[src/rtl/irq_arb_pkg.sv]
package irq_arb_pkg;
  parameter int unsigned IRQ_LINES_DEFAULT = 16;

  typedef struct packed {
    logic pend;
    logic insvc;
    logic prev;
  } nmi_state_t;
endpackage

[src/rtl/irq_lowest_pick.sv]
module irq_lowest_pick #(
  parameter int unsigned WIDTH = 16
) (
  input  logic [WIDTH-1:0] req,
  output logic [WIDTH-1:0] pick_oh
);
  logic taken;

  always_comb begin
    pick_oh = '0;
    taken   = 1'b0;
    for (int i = 0; i < WIDTH; i++) begin
      if (req[i] && !taken) begin
        pick_oh[i] = 1'b1;
        taken      = 1'b1;
      end
    end
  end
endmodule

[src/rtl/irq_vec_bank.sv]
module irq_vec_bank #(
  parameter int unsigned N_LINES = 16
) (
  input  logic               clk,
  input  logic               rst,
  input  logic [N_LINES-1:0] arrive,
  input  logic [N_LINES-1:0] take_oh,
  input  logic [N_LINES-1:0] retire_oh,
  output logic [N_LINES-1:0] pend_q,
  output logic [N_LINES-1:0] insvc_q
);
  for (genvar g = 0; g < N_LINES; g++) begin : g_cell
    always_ff @(posedge clk) begin
      if (rst) begin
        pend_q[g]  <= 1'b0;
        insvc_q[g] <= 1'b0;
      end else begin
        // an arrival in the acknowledge cycle re-arms the pending bit
        pend_q[g]  <= (pend_q[g] & ~take_oh[g]) | arrive[g];
        insvc_q[g] <= (insvc_q[g] & ~retire_oh[g]) | take_oh[g];
      end
    end
  end
endmodule

[src/rtl/irq_nmi_track.sv]
module irq_nmi_track
  import irq_arb_pkg::*;
(
  input  logic clk,
  input  logic rst,
  input  logic nmi_req,
  input  logic nmi_take,
  input  logic nmi_retire,
  output logic nmi_ready,
  output logic nmi_busy
);
  nmi_state_t st_q;

  always_ff @(posedge clk) begin
    if (rst) begin
      st_q <= '0;
    end else begin
      st_q.prev  <= nmi_req;
      st_q.pend  <= (st_q.pend & ~nmi_take) | (nmi_req & ~st_q.prev);
      st_q.insvc <= (st_q.insvc & ~nmi_retire) | nmi_take;
    end
  end

  assign nmi_ready = st_q.pend & ~st_q.insvc;
  assign nmi_busy  = st_q.insvc;
endmodule

[src/rtl/irq_arbiter.sv]
module irq_arbiter
  import irq_arb_pkg::*;
#(
  parameter int unsigned N_LINES = IRQ_LINES_DEFAULT,
  localparam int unsigned VW = (N_LINES > 1) ? $clog2(N_LINES) : 1
) (
  input  logic               clk,
  input  logic               rst,
  input  logic [N_LINES-1:0] irq_req,
  input  logic               nmi_req,
  input  logic               irq_en,
  input  logic               ack,
  input  logic               eoi,
  input  logic               nmi_eoi,
  output logic               irq_valid,
  output logic               irq_nmi,
  output logic [VW-1:0]      irq_vector
);
  logic               ack_hit;
  logic [N_LINES-1:0] take_oh;
  logic [N_LINES-1:0] retire_oh;
  logic [N_LINES-1:0] svc_low_oh;
  logic [N_LINES-1:0] pend_q;
  logic [N_LINES-1:0] insvc_q;
  logic [N_LINES-1:0] blocked;
  logic [N_LINES-1:0] eligible;
  logic [N_LINES-1:0] sel_oh;
  logic [VW-1:0]      sel_idx;
  logic               nmi_ready;
  logic               nmi_insvc;

  assign ack_hit = ack & irq_valid;

  for (genvar g = 0; g < N_LINES; g++) begin : g_take
    assign take_oh[g] = ack_hit & ~irq_nmi & (irq_vector == VW'(g));
  end

  // blocked[i]: some vector numbered i or lower is in service
  assign blocked[0] = insvc_q[0];
  for (genvar g = 1; g < N_LINES; g++) begin : g_block
    assign blocked[g] = blocked[g-1] | insvc_q[g];
  end

  assign eligible  = pend_q & ~blocked & {N_LINES{irq_en}};
  assign retire_oh = eoi ? svc_low_oh : '0;

  irq_lowest_pick #(.WIDTH(N_LINES)) u_pick_sel (
    .req     (eligible),
    .pick_oh (sel_oh)
  );

  irq_lowest_pick #(.WIDTH(N_LINES)) u_pick_svc (
    .req     (insvc_q),
    .pick_oh (svc_low_oh)
  );

  always_comb begin
    sel_idx = '0;
    for (int i = 0; i < N_LINES; i++) begin
      if (sel_oh[i]) sel_idx = sel_idx | VW'(i);
    end
  end

  irq_vec_bank #(.N_LINES(N_LINES)) u_bank (
    .clk       (clk),
    .rst       (rst),
    .arrive    (irq_req),
    .take_oh   (take_oh),
    .retire_oh (retire_oh),
    .pend_q    (pend_q),
    .insvc_q   (insvc_q)
  );

  irq_nmi_track u_nmi (
    .clk        (clk),
    .rst        (rst),
    .nmi_req    (nmi_req),
    .nmi_take   (ack_hit & irq_nmi),
    .nmi_retire (nmi_eoi),
    .nmi_ready  (nmi_ready),
    .nmi_busy   (nmi_insvc)
  );

  always_ff @(posedge clk) begin
    if (rst || ack_hit) begin
      irq_valid  <= 1'b0;
      irq_nmi    <= 1'b0;
      irq_vector <= '0;
    end else if (nmi_ready) begin
      irq_valid  <= 1'b1;
      irq_nmi    <= 1'b1;
      irq_vector <= '0;
    end else begin
      irq_valid  <= |eligible;
      irq_nmi    <= 1'b0;
      irq_vector <= sel_idx;
    end
  end
endmodule

[config.mk]
export PLATFORM = sky130hd
export DESIGN_NAME = irq_arbiter
export DESIGN_NICKNAME = d
export VERILOG_FILES = /design/src/rtl/irq_arb_pkg.sv /design/src/rtl/irq_lowest_pick.sv /design/src/rtl/irq_vec_bank.sv /design/src/rtl/irq_nmi_track.sv /design/src/rtl/irq_arbiter.sv
export SDC_FILE = /design/constraint.sdc
export NUM_CORES = 1
export LEC_CHECK = 0
export ABC_AREA = 1
export BUFFER_PORTS_ARGS = -buffer_cell sky130_fd_sc_hd__clkbuf_2
export CAP_MARGIN = 15
export CORE_MARGIN = 3
export CORE_UTILIZATION = 56
export CTS_CLUSTER_SIZE = 10
export DETAILED_ROUTE_END_ITERATION = 12
export GPL_ROUTABILITY_DRIVEN = 1
export PLACE_DENSITY = 0.78
export SLEW_MARGIN = 20
export SYNTH_ARGS = -nofsm -noshare
export SYNTH_HDL_FRONTEND = slang
export SYNTH_SLANG_ARGS = --single-unit
[constraint.sdc]
create_clock -name clk -period 2.1 [get_ports clk]
set_input_delay 0.21 -clock clk [delete_from_list [all_inputs] [get_ports clk]]
set_output_delay 0.21 -clock clk [all_outputs]
set_load 0.02 [all_outputs]
* After elaboration in Yosys (flattened, before gate mapping) *
Cells that the tools add are included.

storage, ports and cells
  register bits = 41
  output and inout bits = 6

cells by class
  equality and inequality tests = 15
  mux-type cells = 78
  bitwise operators = 144
  reduce and logical (&&, ||, !) cells = 64

operators by type and width
  kind                                                  number
  two-way mux 1 bit                                     63
  AND 1 bit                                             55
  bitwise OR 1 bit                                      49
  inverter 1 bit                                        37
  AND 16 bit                                            2
  equality test 4 bit (second input constant)           8
  two-way mux 4 bit                                     8
  logical AND 1 bit                                     30
  zero test 1 bit                                       30
  equality test 4 x 3 -> 1 bit (second input constant)  4
  two-way mux 16 bit                                    1
  inverter 16 bit                                       1
  OR reduction 16 bit                                   1
  two-way mux 3 bit                                     4
  equality test 4 x 2 -> 1 bit (second input constant)  2
  equality test 4 x 1 -> 1 bit (second input constant)  1
  zero test 4 bit                                       1
  two-way mux 2 bit                                     2
  OR reduction 2 bit                                    1
  logical OR 1 bit                                      1

* Depth between registers and ports, before layout *
  depth after elaboration = 65
  gate-level depth with buffers = 13
  mapped depth without buffers = 13

* Cells and area by module *
Synthesis repeated with hierarchy kept, for this count alone.

second synthesis, totals
  cell total of the unflattened synthesis = 413
  area, all modules = 2,508.7 um^2

by module, submodules not included
  module           instances  cells each  area an instance (um^2)
  irq_vec_bank     1          147         1,134.8
  irq_arbiter      1          168         840.8
  irq_lowest_pick  2          41          210.2
  irq_nmi_track    1          16          112.6

* Worst setup path before layout *
Ideal clock, no wire load.

  kind = reg-to-reg
  start point = register u_bank.insvc_q[1]
  end point = register irq_vector[3]
  data arrival time = 1.501 ns
  data required time = 1.983 ns
  setup slack = 0.482 ns
  stages on the path, launching flop included = 11
  buffers on the path = 0
  cell sequence = dfxtp_1 -> nor2_4 -> nand4_4 -> nor3_1 -> nand4_1 -> nor2_2 -> nand4_1 -> nand3_1 -> nand3_1 -> nor2_1 -> nor2_1

between the ends
  cells in the longest elaborated chain, start to end = 49

RTL lines
  element                          RTL line               source
  start, declared                  irq_vec_bank.sv:10     output logic [N_LINES-1:0] insvc_q
  start signal, assigned by index  irq_vec_bank.sv:20     insvc_q[g] <= (insvc_q[g] & ~retire_oh[g]) | take_oh[g];
  bitwise OR 1 bit (*)             irq_arbiter.sv:41      assign blocked[g] = blocked[g-1] | insvc_q[g];
  inverter 16 bit (*)              irq_arbiter.sv:44      assign eligible = pend_q & ~blocked & {N_LINES{irq_en}};
  AND 16 bit (*) (2 in series)     irq_arbiter.sv:44
  logical AND 1 bit                irq_lowest_pick.sv:13  if (req[i] && !taken) begin
  two-way mux 1 bit                irq_lowest_pick.sv:13
  zero test 1 bit                  irq_lowest_pick.sv:13
  logical AND 1 bit                irq_lowest_pick.sv:13
  two-way mux 1 bit                irq_lowest_pick.sv:13
  [... 32 more ...]                n/a
  two-way mux 1 bit                irq_lowest_pick.sv:13
  zero test 1 bit                  irq_lowest_pick.sv:13
  logical AND 1 bit                irq_lowest_pick.sv:13
  two-way mux 1 bit                irq_lowest_pick.sv:13
  zero test 1 bit                  irq_lowest_pick.sv:13
  logical AND 1 bit                irq_lowest_pick.sv:13
  two-way mux 1 bit                irq_lowest_pick.sv:13
  two-way mux 4 bit (*)            irq_arbiter.sv:60      if (sel_oh[i]) sel_idx = sel_idx | VW'(i);
  end signal, assigned             irq_arbiter.sv:96      irq_vector <= sel_idx;
  end, declared                    irq_arbiter.sv:17      output logic [VW-1:0] irq_vector

Every way passes the cells marked *; elsewhere a longest branch is shown, timed or not.
A chain may end at the register's enable or synchronous reset.

* Final worst setup path *
  start point = register u_bank.insvc_q[1]
  end point = register irq_vector[0]

Same word-level chain as after synthesis.

==> results.json <==
{
  "ir_worst_vdd_v": 0.000428,
  "antenna_found_initial": 0,
  "core-area_sq_mm": 0.00320,
  "r2r_slack_ps": 260,
  "htreeDepth": 2,
  "fillers": 299,
  "cp-end-kind": "register",
  "syn_area_sq_mm": 0.00196,
  "cp-start-kind": "register",
  "grt_max_degree": 26,
  "status": "finished clean",
  "required_ps": 2340,
  "cts_tree": "built",
  "r2r_start": "u_bank.insvc_q[1]",
  "worst_r2r_endpoint": "irq_vector[0]",
  "power.share.combinational_pct": 19.6,
  "die-area_sq_mm": 0.00425,
  "whs_path_depth": 3,
  "ys_ff_latch": 41,
  "synth_seq_area_share_pct": 41.8,
  "cap_violations": 0,
  "initial_core_util_pct": 61.3,
  "dr_total_vias": 1899,
  "drv_slew": 0,
  "drt_iter0_markers": 110,
  "postSynthAreaPerCell_sq_um": 6.92,
  "clkSlewWorstSetupHoldPaths_ps": 110,
  "seq_area_sq_um": 822,
  "min-delay-path-class": "in -> reg",
  "dieWidth_microns": 65.2,
  "worstPathArrival_ps": 2090,
  "setup_viol": 0,
  "final_common_cell": "nand2_1",
  "port-buffer-count": 28,
  "tightestPinTransition_ps": 629,
  "grt_pass1_wl_mm": 8.16,
  "timing.final.crit_period_ps": 1840,
  "mostFrequentLayoutCells": "51 x nand2_1, 47 x nor2_1, 40 x dfxtp_1",
  "net-switching-power_w": 0.000464,
  "cp_max_fo": 5,
  "period_share_pct": 87.8,
  "avgViaCountPerCell": 5.30,
  "drt-pass1-iter-count": 4,
  "synth-edff-count": 0,
  "r2r_cells": 12,
  "skew_ps": 9.91,
  "hold_viol": 0,
  "syn_to_final_growth_pct": 12.4,
  "rsz0062_at_grt": "false",
  "cts_buffers": 5,
  "async_flop_share_pct": 0,
  "power.leakage_nw": 1.02,
  "p_seq_share_pct": 54.7,
  "clock_latency_ps": 350,
  "cts_setup_buffers": 0,
  "swShare_pct": 30.1,
  "synthFlopType": "dfxtp_1",
  "critPathKind": "reg -> reg",
  "layout.nets": 337,
  "drc": 0,
  "final.setup.tns_ps": 0,
  "intPower_w": 0.00108,
  "placementRows": 20,
  "ys_warn_count": 0,
  "die_y_microns": 65.2,
  "grt.overflow.total": 0,
  "root_buffer": "clkbuf_4",
  "place_congestion": 0.870,
  "n_antenna_cell": 0,
  "multi_input_area_sq_um": 977,
  "syn_inst": 284,
  "cts.sinks": 41,
  "cellPowerDensity_mw_per_mm2": 698,
  "syn_nets": 307,
  "drive_gt1_share_pct": 17.2,
  "wl_mm": 4.60,
  "relSlewSlack_pct": 57.7,
  "routedWlPerCell_microns": 12.8,
  "yosysUniqueCellTypes": 24,
  "cts_hold_buf": 0,
  "postRouteAntennaNets": 0,
  "grtUsageTotal_pct": 25.0,
  "power.total_w": 0.00154,
  "grt_pass1_vias": 1834,
  "hpwl_mm": 3.49,
  "pwr-share-clk_pct": 25.7,
  "hold_path_end": "u_bank.pend_q[15]",
  "pin_count": 29,
  "hold_start": "irq_req[15]",
  "fmax_mhz": 542,
  "clock_path_buffers": 2,
  "cts_resized": 0
}
metrics by stage:
stage / cell area, sq um / setup WS, ps / instances / util, % / hold slack (ps)
6_report: 2210 / 257 / 358 / 68.9 / 55.4
5_1_grt: 2210 / 2.40 / 358 / 68.9 / 62.6
4_1_cts: 2200 / 232 / 358 / 68.6 / 51.6
3_5_place_dp: 2140 / 111 / 351 / 66.9 / 421
3_3_place_gp: 2140 / 116 / 351 / 66.9 / 415
2_1_floorplan: 1960 / 482 / 284 / - / 327
registers in the layout (all words and copies together), names as in the netlist:
register	count
u_nmi.st_q	2
u_bank.insvc_q	16
irq_valid	1
u_bank.pend_q	16
irq_nmi	1
u_nmi.nmi_busy	1
irq_vector	4
worst max-delay path by stage:
stage	startpoint	to	slack (ps)	depth (start not counted)
floorplan	u_bank.insvc_q[1]	irq_vector[3]	480	10
global placement	irq_en	irq_vector[1]	120	14
detailed placement	irq_en	irq_vector[2]	110	14
CTS	u_bank.insvc_q[0]	irq_vector[0]	230	12
global route	u_bank.insvc_q[2]	irq_vector[0]	2	12
finish	u_bank.insvc_q[1]	irq_vector[0]	260	12
logic make-up (layout without fill, tap and decap cells):
logic type,Yosys count,in the layout,synth area share (%)
buf+inv,46,76,8.85
flops,41,41,41.8
simple gates,139,139,33.8
compound gates,58,58,15.6
final cells by class:
type	count	area share [%]
Timing Repair Buffer	29	6.69
Sequential cell	41	37.2
Multi-Input combinational cell	197	44.3
Tap cell	44	2.49
Clock buffer	7	2.49
Inverter	40	6.80
cell usage after synthesis, types with 2 or more instances:
master | n | area share, %
nor3_1 | 5 | 1.3
o31ai_1 | 3 | 1.1
nand2_1 | 51 | 9.7
nand3_1 | 16 | 4.1
o21ai_0 | 12 | 3.1
nand4_4 | 2 | 2.2
nor2_4 | 4 | 2.3
nand3_2 | 3 | 1.5
dfxtp_1 | 41 | 42
a21oi_1 | 39 | 9.9
clkbuf_1 | 5 | 0.96
nor2_2 | 3 | 0.96
nand4_1 | 5 | 1.6
nor2_1 | 48 | 9.2
inv_1 | 38 | 7.3
worst max-delay path, cell delays in order, from the launching register on:
cell and delay, ps:
dfxtp_1 340, nor2_4 160, nand4_4 130, nor2_4 180
nand2_1 130, nor2_2 130, o21ai_1 150, nand3_2 120
nor2_2 60, nand3_1 90, inv_1 60, nor2_1 110
a21oi_1 70
power by group through the flow:
stage          registers (W)  logic (W)  clock network, W
2_1_floorplan       0.000867   0.000203                 0
3_3_place_gp        0.000859   0.000292                 0
3_5_place_dp        0.000860   0.000298                 0
4_1_cts             0.000843   0.000299          0.000407
5_1_grt             0.000848   0.000347          0.000443
6_report            0.000843   0.000302          0.000395
layer usage:
layer | vias to the layer above | global-route usage [%] | wire [microns]
li1 | 981 | - | -
met1 | 828 | 32.4 | 1960
met2 | 78 | 39.8 | 2030
met3 | 12 | 6.32 | 515
met4 | 0 | 9.33 | 101
met5 | - | 0 | 0
No activity file was read; power rests on OpenSTA's default activity.
